File: config.mk
export PLATFORM = sky130hd
export DESIGN_NAME = txflush_ctrl
export DESIGN_NICKNAME = d
export VERILOG_FILES = /design/src/rtl/txflush_pkg.sv /design/src/rtl/strobe_edge.sv /design/src/rtl/latency_timer.sv /design/src/rtl/txflush_ctrl.sv
export SDC_FILE = /design/constraint.sdc
export NUM_CORES = 1
export LEC_CHECK = 0
export ABC_AREA = 1
export BUFFER_PORTS_ARGS = -buffer_cell sky130_fd_sc_hd__clkbuf_2
export CAP_MARGIN = 40
export CORE_MARGIN = 2
export CORE_UTILIZATION = 51
export DETAILED_ROUTE_END_ITERATION = 10
export PLACE_DENSITY_LB_ADDON = 0.08
export RECOVER_POWER = 100
export SLEW_MARGIN = 20
export SYNTH_ARGS = -nofsm -noshare
export SYNTH_HDL_FRONTEND = slang
export SYNTH_HIERARCHICAL = 1
export SYNTH_SLANG_ARGS = --single-unit
File: constraint.sdc
create_clock -name clk -period 2.7 [get_ports clk]
set_input_delay 0.135 -clock clk [delete_from_list [all_inputs] [get_ports clk]]
set_output_delay 0.135 -clock clk [all_outputs]
set_load 0.02 [all_outputs]
File: src/rtl/txflush_pkg.sv
package txflush_pkg;
    parameter int TO_W  = 8;
    parameter int LVL_W = 9;

    typedef struct packed {
        logic flush;
        logic wake;
    } ctrl_st_t;
endpackage

File: src/rtl/strobe_edge.sv
module strobe_edge #(
    parameter int STAGES = 2
) (
    input  logic clk,
    input  logic rst_n,
    input  logic pin_n,
    output logic fall
);
    localparam int W = STAGES + 1;

    logic [W-1:0] sh_d, sh_q;

    always_comb begin
        sh_d = {sh_q[W-2:0], pin_n};
    end

    always_ff @(posedge clk or negedge rst_n) begin
        if (!rst_n) sh_q <= '1;
        else        sh_q <= sh_d;
    end

    assign fall = sh_q[W-1] & ~sh_q[W-2];

    AST_EDGE_ONCE: assert property (@(posedge clk) disable iff (!rst_n)
        fall |=> !fall);
endmodule

File: src/rtl/latency_timer.sv
module latency_timer #(
    parameter int TO_W = 8
) (
    input  logic            clk,
    input  logic            rst_n,
    input  logic            tick,
    input  logic            push,
    input  logic            pending,
    input  logic [TO_W-1:0] timeout,
    output logic            expire
);
    logic [TO_W-1:0] cnt_d, cnt_q;
    logic [TO_W-1:0] limit;
    logic [TO_W:0]   cnt_inc;

    always_comb begin
        limit   = (timeout == '0) ? TO_W'(1) : timeout;
        cnt_inc = {1'b0, cnt_q} + 1'b1;
        expire  = pending && !push && tick && (cnt_inc >= {1'b0, limit});
        if (!pending || push)  cnt_d = '0;
        else if (expire)       cnt_d = '0;
        else if (tick)         cnt_d = cnt_inc[TO_W-1:0];
        else                   cnt_d = cnt_q;
    end

    always_ff @(posedge clk or negedge rst_n) begin
        if (!rst_n) cnt_q <= '0;
        else        cnt_q <= cnt_d;
    end

    AST_EMPTY_ZERO: assert property (@(posedge clk) disable iff (!rst_n)
        !pending |=> (cnt_q == '0));
    AST_PUSH_RESTART: assert property (@(posedge clk) disable iff (!rst_n)
        push |=> (cnt_q == '0));
endmodule

File: src/rtl/txflush_ctrl.sv
module txflush_ctrl
    import txflush_pkg::*;
(
    input  logic             clk,
    input  logic             rst_n,
    input  logic             tick_1ms,
    input  logic [TO_W-1:0]  timeout_ms,
    input  logic [LVL_W-1:0] tx_level,
    input  logic             byte_push,
    input  logic             in_served,
    input  logic             suspend_i,
    input  logic             wake_en,
    input  logic             strobe_n,
    output logic             flush_o,
    output logic             wake_req_o
);
    ctrl_st_t st_d, st_q;
    logic     pending;
    logic     expire;
    logic     fall;

    assign pending = (tx_level != '0);

    strobe_edge #(.STAGES(2)) u_edge (
        .clk   (clk),
        .rst_n (rst_n),
        .pin_n (strobe_n),
        .fall  (fall)
    );

    latency_timer #(.TO_W(TO_W)) u_timer (
        .clk     (clk),
        .rst_n   (rst_n),
        .tick    (tick_1ms),
        .push    (byte_push),
        .pending (pending),
        .timeout (timeout_ms),
        .expire  (expire)
    );

    always_comb begin
        st_d      = st_q;
        st_d.wake = fall && suspend_i && wake_en;
        if (in_served && !pending) st_d.flush = 1'b0;
        if (expire || (fall && !suspend_i && pending)) st_d.flush = 1'b1;
    end

    always_ff @(posedge clk or negedge rst_n) begin
        if (!rst_n) st_q <= '0;
        else        st_q <= st_d;
    end

    assign flush_o    = st_q.flush;
    assign wake_req_o = st_q.wake;

    AST_WAKE_PULSE: assert property (@(posedge clk) disable iff (!rst_n)
        wake_req_o |=> !wake_req_o);
    AST_WAKE_SUSP: assert property (@(posedge clk) disable iff (!rst_n)
        $rose(wake_req_o) |-> $past(suspend_i && wake_en));
    AST_FLUSH_DATA: assert property (@(posedge clk) disable iff (!rst_n)
        $rose(flush_o) |-> $past(tx_level != '0));
    AST_FLUSH_CLEAR: assert property (@(posedge clk) disable iff (!rst_n)
        $fell(flush_o) |-> $past(in_served && tx_level == '0));
endmodule

==> metrics, run 1 <==
status=finished clean; grt met3 use=0.02222; first-pass GRT wire length=3194 um; Worst-Margin Slew=0.6729 ns; non-filler instance count after layout=199; Worst Hold Class=primary input to flop; worst clock skew=0.007109 ns; total gr overflow=0; Hold Vio Cnt, Final=0; Leak=0.0007326 uW; multi-input logic area=545.5 um^2; Unique masters post-synth=22; I/O Pins=27; GR peak layer=met2; CTS tree=yes; core area=1902 um^2; share of the synthesized area in the top cell type=0.2506; IO Port Bufs=26; Worst Reg-to-Reg Cells=15; final-layout fill cell count=171; FF+latch count, synth=13; Pre-antenna DRT Iters=4; r2r endpoint=flush_o; Req. time, crit path=2.86 ns; routed vias=937; cell taking the most area after synthesis=dfrtp_1; Post-Route WL=1952 um; syn nets=174; Period minus WS final=2.290 ns; Setup TNS=0 ns; clk slew on worst S/H paths=0.08 ns; TritonCTS Buffers=3; Rows=16; worst r2r src=u_timer/cnt_q[0]; Max Cap Viol=0; Layout Nets=207; Routed wire per std cell=9.809 um; RSZ-0062 raised after global routing=no; Worst Setup EP=flush_o; dpl cells=193; Cell Pwr Density=320.9 nW/um^2; critical path class=flop to flop; Die ar.=2328 um^2; syn_area_per_cell=7.132 um^2; WP data arrival=2.45 ns; Syn Inst Count=140; Final Cycle Share=0.8481; Placer Congestion=0.8594; Fmax achieved=436.7 MHz; commonest non-fill, non-tap cell in the layout=nand2_1; post-cts gate resize count=0; Final Max Tran Viols=0; vias in the first global route=848; Syn. warnings=6; top cells by area, synth=dfrtp_1 (25%), nand2_1 (14%), inv_1 (12%); slowest stage delay, CP=0.44 ns; Die X=48.25 um; worst vdd ir=0.3031 mV; Design Area, Final=1197 um^2; Crit. End Element=flop; Crit-path slowest cell=dfrtp_1; DR DRC count=0; die height=48.25 um; crit path launch type=flop; GRT Util Overall=0.1994; n_diodes=0; Bufs on Longest Clock Path=2; r2r setup slk=0.41 ns; fraction of layout cells with a size suffix above 1=0.2151; Relative slew margins=0.5514; Skew-Pair Late Insertion Delay=0.27 ns; # setup viols final=0; met2 Use GR=0.3921; Crit path top cell by count=nand2_1; DRT antenna net count=0; HPWL after detailed placement=1649 um; Synth-to-Final Area Change=19.92%; initial antenna violation count=0; FF/Latch Area=329.1 um^2; Starting Density=0.5250; largest net degree at the start of global routing=14; via density per instance=4.709; DR iter-0 viols=6; clk sinks=13; Area after DPL=1162 um^2; Critical path origin=u_timer/cnt_q[0]; crit-path cells=ha_1 > nand3_1 > xor2_1 > inv_1 > ha_1 > nand2_1 > inv_1 > nand2_1 > nand3_1 > nand2_1 > nand2_1 > nand2_2 > a21oi_1 > a21oi_1 > nand2_1; H-Tree Depth=1; met1 usage=0.2097; post-synthesis sequential area ratio=0.3296; CP max FO=9; CTS root buf=clkbuf_4; Synth Cell Area=998.5 um^2; commonest non-fill, non-tap cells in the layout=nand2_1 (36), inv_1 (31), clkbuf_2 (23), nand3_1 (14), nor2_1 (13)
## worst min path at each step
stage          cells after the start  slack [ns]          endpoint       from
2_1_floorplan                      0       -0.16           flush_o      rst_n
3_3_place_gp                       1        0.04  u_timer/cnt_q[1]      rst_n
3_5_place_dp                       1        0.04  u_timer/cnt_q[1]      rst_n
4_1_cts                            2        0.11        wake_req_o    wake_en
5_1_grt                            2        0.11        wake_req_o    wake_en
6_report                           4        0.12           flush_o  in_served
## synth_stat cells (all sizes together)
cell type,count
a21oi,6
nand4,1
o21bai,1
nor3,2
o21ai,1
or2,1
nor2,15
dfstp,3
a31oi,1
ha,9
inv,31
a31o,1
and3,1
xor2,3
nand2,39
nand3,15
dfrtp,10
## power breakdown
part	switching, uW	internal (uW)	total (uW)
Combinational	33.6	29.8	63.4
Sequential	4.68	202	206
Clock	57.4	57.1	115
## critical path, delay by kind of cell (launching register included)
family | cells | cell delay [ns]
AOI/OAI and AO/OA | 2 | 0.21
DFF | 1 | 0.44
buffers and inverters | 2 | 0.11
xor gates and xnor gates | 1 | 0.20
and+or+nand+nor | 8 | 0.69
adders and majority gates | 2 | 0.56
## area by class of cell
cell class,instances,area share
clock buffer,4,0.02194
multi-input combinational,96,0.4556
tap,27,0.02821
timing repair buffer,28,0.1223
inverter,31,0.09718
sequential,13,0.2748
## per-layer routing
| metal | wire [um] | share of wire |
|---|---|---|
| met1 | 855 | 0.44 |
| met2 | 1012 | 0.52 |
| met3 | 71 | 0.036 |
| met4 | 12 | 0.0061 |
| met5 | 0 | 0 |
## repair_timing
item                                   CTS  global route
endpoints found under the hold margin   11             0
setup buffers                            0             0
hold buffers                             2             0
## metrics by stage
stage                     setup slack, ns  power [uW]  hold WS, ns  utilization
final                              0.4102       384.2       0.1155       0.6296
after detailed placement           0.4462       273.4      0.03983       0.6112
after floorplan                    0.6250       242.9      -0.1606            -
after CTS                          0.4314       394.1       0.1090       0.6355
after global routing              0.08468       409.0       0.1096       0.6296
after global placement             0.4729       271.2      0.03720       0.6112
## flip-flops by register name, indices dropped and copies added (netlist names)
| name | count |
|---|---|
| flush_o | 1 |
| wake_req_o | 1 |
| u_timer/cnt_q | 8 |
| u_edge/sh_q | 3 |
## kinds of logic (layout without fill, tap and decap cells)
family	after synthesis	in the layout	share of synthesized area
and+or+nand+nor	74	74	0.3421
buffers and inverters	31	63	0.1165
adders and majority gates	9	9	0.1128
DFF	13	13	0.3296
AOI/OAI and AO/OA	10	10	0.07268
xor gates and xnor gates	3	3	0.02632
No activity file was read; power rests on OpenSTA's default activity.
==> run 2, diff against run 1 <==
--- a/config.mk
+++ b/config.mk
@@ -9,7 +9,7 @@
 export BUFFER_PORTS_ARGS = -buffer_cell sky130_fd_sc_hd__clkbuf_2
 export CAP_MARGIN = 40
 export CORE_MARGIN = 2
-export CORE_UTILIZATION = 51
+export CORE_UTILIZATION = 46
 export DETAILED_ROUTE_END_ITERATION = 10
 export PLACE_DENSITY_LB_ADDON = 0.08
 export RECOVER_POWER = 100
==> constraint.sdc (replaced) <==
create_clock -name clk -period 1.8 [get_ports clk]
set_input_delay 0.09 -clock clk [delete_from_list [all_inputs] [get_ports clk]]
set_output_delay 0.09 -clock clk [all_outputs]
set_load 0.02 [all_outputs]
==> metrics, run 2 (same netlist as run 1, synthesis figures left out) <==
DR DRC count=0; Leak=0.0008620 uW; initial antenna violation count=0; first-pass GRT wire length=4602 um; HPWL after detailed placement=1919 um; Max Cap Viol=0; H-Tree Depth=1; Setup WS post-layout=-0.3192 ns; Hold Vio Cnt, Final=0; Worst Hold Class=primary input to flop; sequential fraction of design power=0.496; status=finished with violations; Sw Pwr=175.0 uW; Core Util, Final=0.7756; max reg flops=8; Area after DPL=1279 um^2; Period minus WS final=2.119 ns; Placement Setup Slack=-0.3879 ns; FF/Latch Area=330.3 um^2; CP max FO=6; fraction of layout cells with a size suffix above 1=0.4767; RSZ-0062 raised after global routing=yes; IO Port Bufs=26; Relative slew margins=0.5310; crit path launch type=flop; slowest stage delay, CP=0.43 ns; worst vdd ir=0.5705 mV; CTS root buf=clkbuf_4; commonest non-fill, non-tap cells in the layout=nand2_1 (29), inv_1 (27), clkbuf_2 (24), buf_4 (15), nor2_1 (13); DRT antenna net count=0; Design Area, Final=1553 um^2; core area=2002 um^2; Top Registers=u_timer/cnt_q (8), u_edge/sh_q (3); WP buf/inv=1; WP data arrival=2.28 ns; Rows=16; largest net degree at the start of global routing=14; Largest Register=u_timer/cnt_q; Logic pwr share=0.215; TritonCTS Buffers=3; Post-Route WL=2795 um; family with the most delay on the worst path=simple AND/OR/NAND/NOR gates; total gr overflow=0; final-layout fill cell count=152; routed vias=1096; Skew-Pair Late Insertion Delay=0.27 ns; n_diodes=0; Worst-Margin Slew=0.7036 ns; commonest non-fill, non-tap cell in the layout=nand2_1; Final Max Tran Viols=0; Req. time, crit path=1.96 ns; clk sinks=13; CTS tree=yes; Synth-to-Final Area Change=55.51%; I/O Pins=27; r2r setup slk=-0.32 ns; failing checks=setup timing; clock share of power=0.288; Bufs on Longest Clock Path=2; multi-input logic area=708.2 um^2; Final Cycle Share=1.177; Cell Pwr Density=403.0 nW/um^2; clk slew on worst S/H paths=0.09 ns; Die ar.=2559 um^2; # setup viols final=9; Starting Density=0.4988; Placer Congestion=0.7998; via density per instance=4.982; Crit-path slowest cell=dfrtp_1; Layout Nets=228; GRT Util Overall=0.2409; dpl cells=206; Die X=50.59 um; die height=50.59 um; Pre-antenna DRT Iters=4; Crit. End Element=flop; crit-path cells=ha_4 > nand3_4 > xor2_2 > inv_2 > ha_4 > a21oi_1 > nand3_2 > nand2_2 > nand2_2 > nand2_4 > a21oi_2 > a21oi_2 > nand2_1; DR iter-0 viols=32; worst clock skew=0.006817 ns; Routed wire per std cell=12.70 um; vias in the first global route=1055; total power=625.8 uW; critical path class=flop to flop; Cell Int Power=450.8 uW; Sw Share=0.2797; Fmax achieved=471.9 MHz; non-filler instance count after layout=220
## run 2: cell count changes in the layout (fill, tap and decap cells not counted), sizes merged
| cell | previous run | this run |
|---|---|---|
| buf | 0 | 21 |
| clkbuf | 30 | 29 |
| clkinv | 0 | 1 |
## run 2: through the flow
stage	hold slack, ns	TNS, ns
global route	0.05822	-3.393
CTS	0.05741	-1.625
global placement	-0.004631	-1.442
detailed placement	0.0001522	-2.610
finish	0.06663	-2.553
floorplan	-0.2056	-1.070
## run 2: final cells by class
type,count,share of cell area
well taps,27,0.02176
repair buffers,49,0.2168
flip-flops and latches,13,0.2127
clock inverters,1,0.003223
clock buffers,3,0.01450
multi-input cells,96,0.4561
inverters,31,0.07494
## run 2: timing repair
action                                  CTS  global route
buffers inserted                          3             5
endpoints found under the setup margin    9             9
hold buffers                              2             0
pin swaps                                 7            12
hold endpoints to repair                 14             0
gates resized for setup                  10            28
## run 2: final timing paths
path                                        from          endpoint  cells after the start
worst max-delay path            u_timer/cnt_q[0]           flush_o                     13
worst min-delay path                     wake_en        wake_req_o                      2
worst max register to register  u_timer/cnt_q[0]           flush_o                     13
worst min register to register    u_edge/sh_q[0]    u_edge/sh_q[1]                      0
max in group asynchronous                  rst_n  u_timer/cnt_q[2]                      2
min in group asynchronous                  rst_n  u_timer/cnt_q[0]                      2
## run 2: per-layer routing
layer	track usage	routed length, um	vias to the layer above	part of all wire
met4	0.06757	92	0	0.033
met2	0.4364	1499	29	0.54
li1	-	-	540	-
met3	0.02679	62	10	0.022
met1	0.2996	1141	517	0.41
met5	0	0	-	0
## run 2: power groups by stage
stage / Clock (uW) / Sequential (uW) / Combinational (uW)
finish: 180 / 311 / 135
floorplan: 0 / 315 / 50.4
global placement: 0 / 312 / 102
global route: 205 / 312 / 152
CTS: 188 / 308 / 116
detailed placement: 0 / 314 / 106
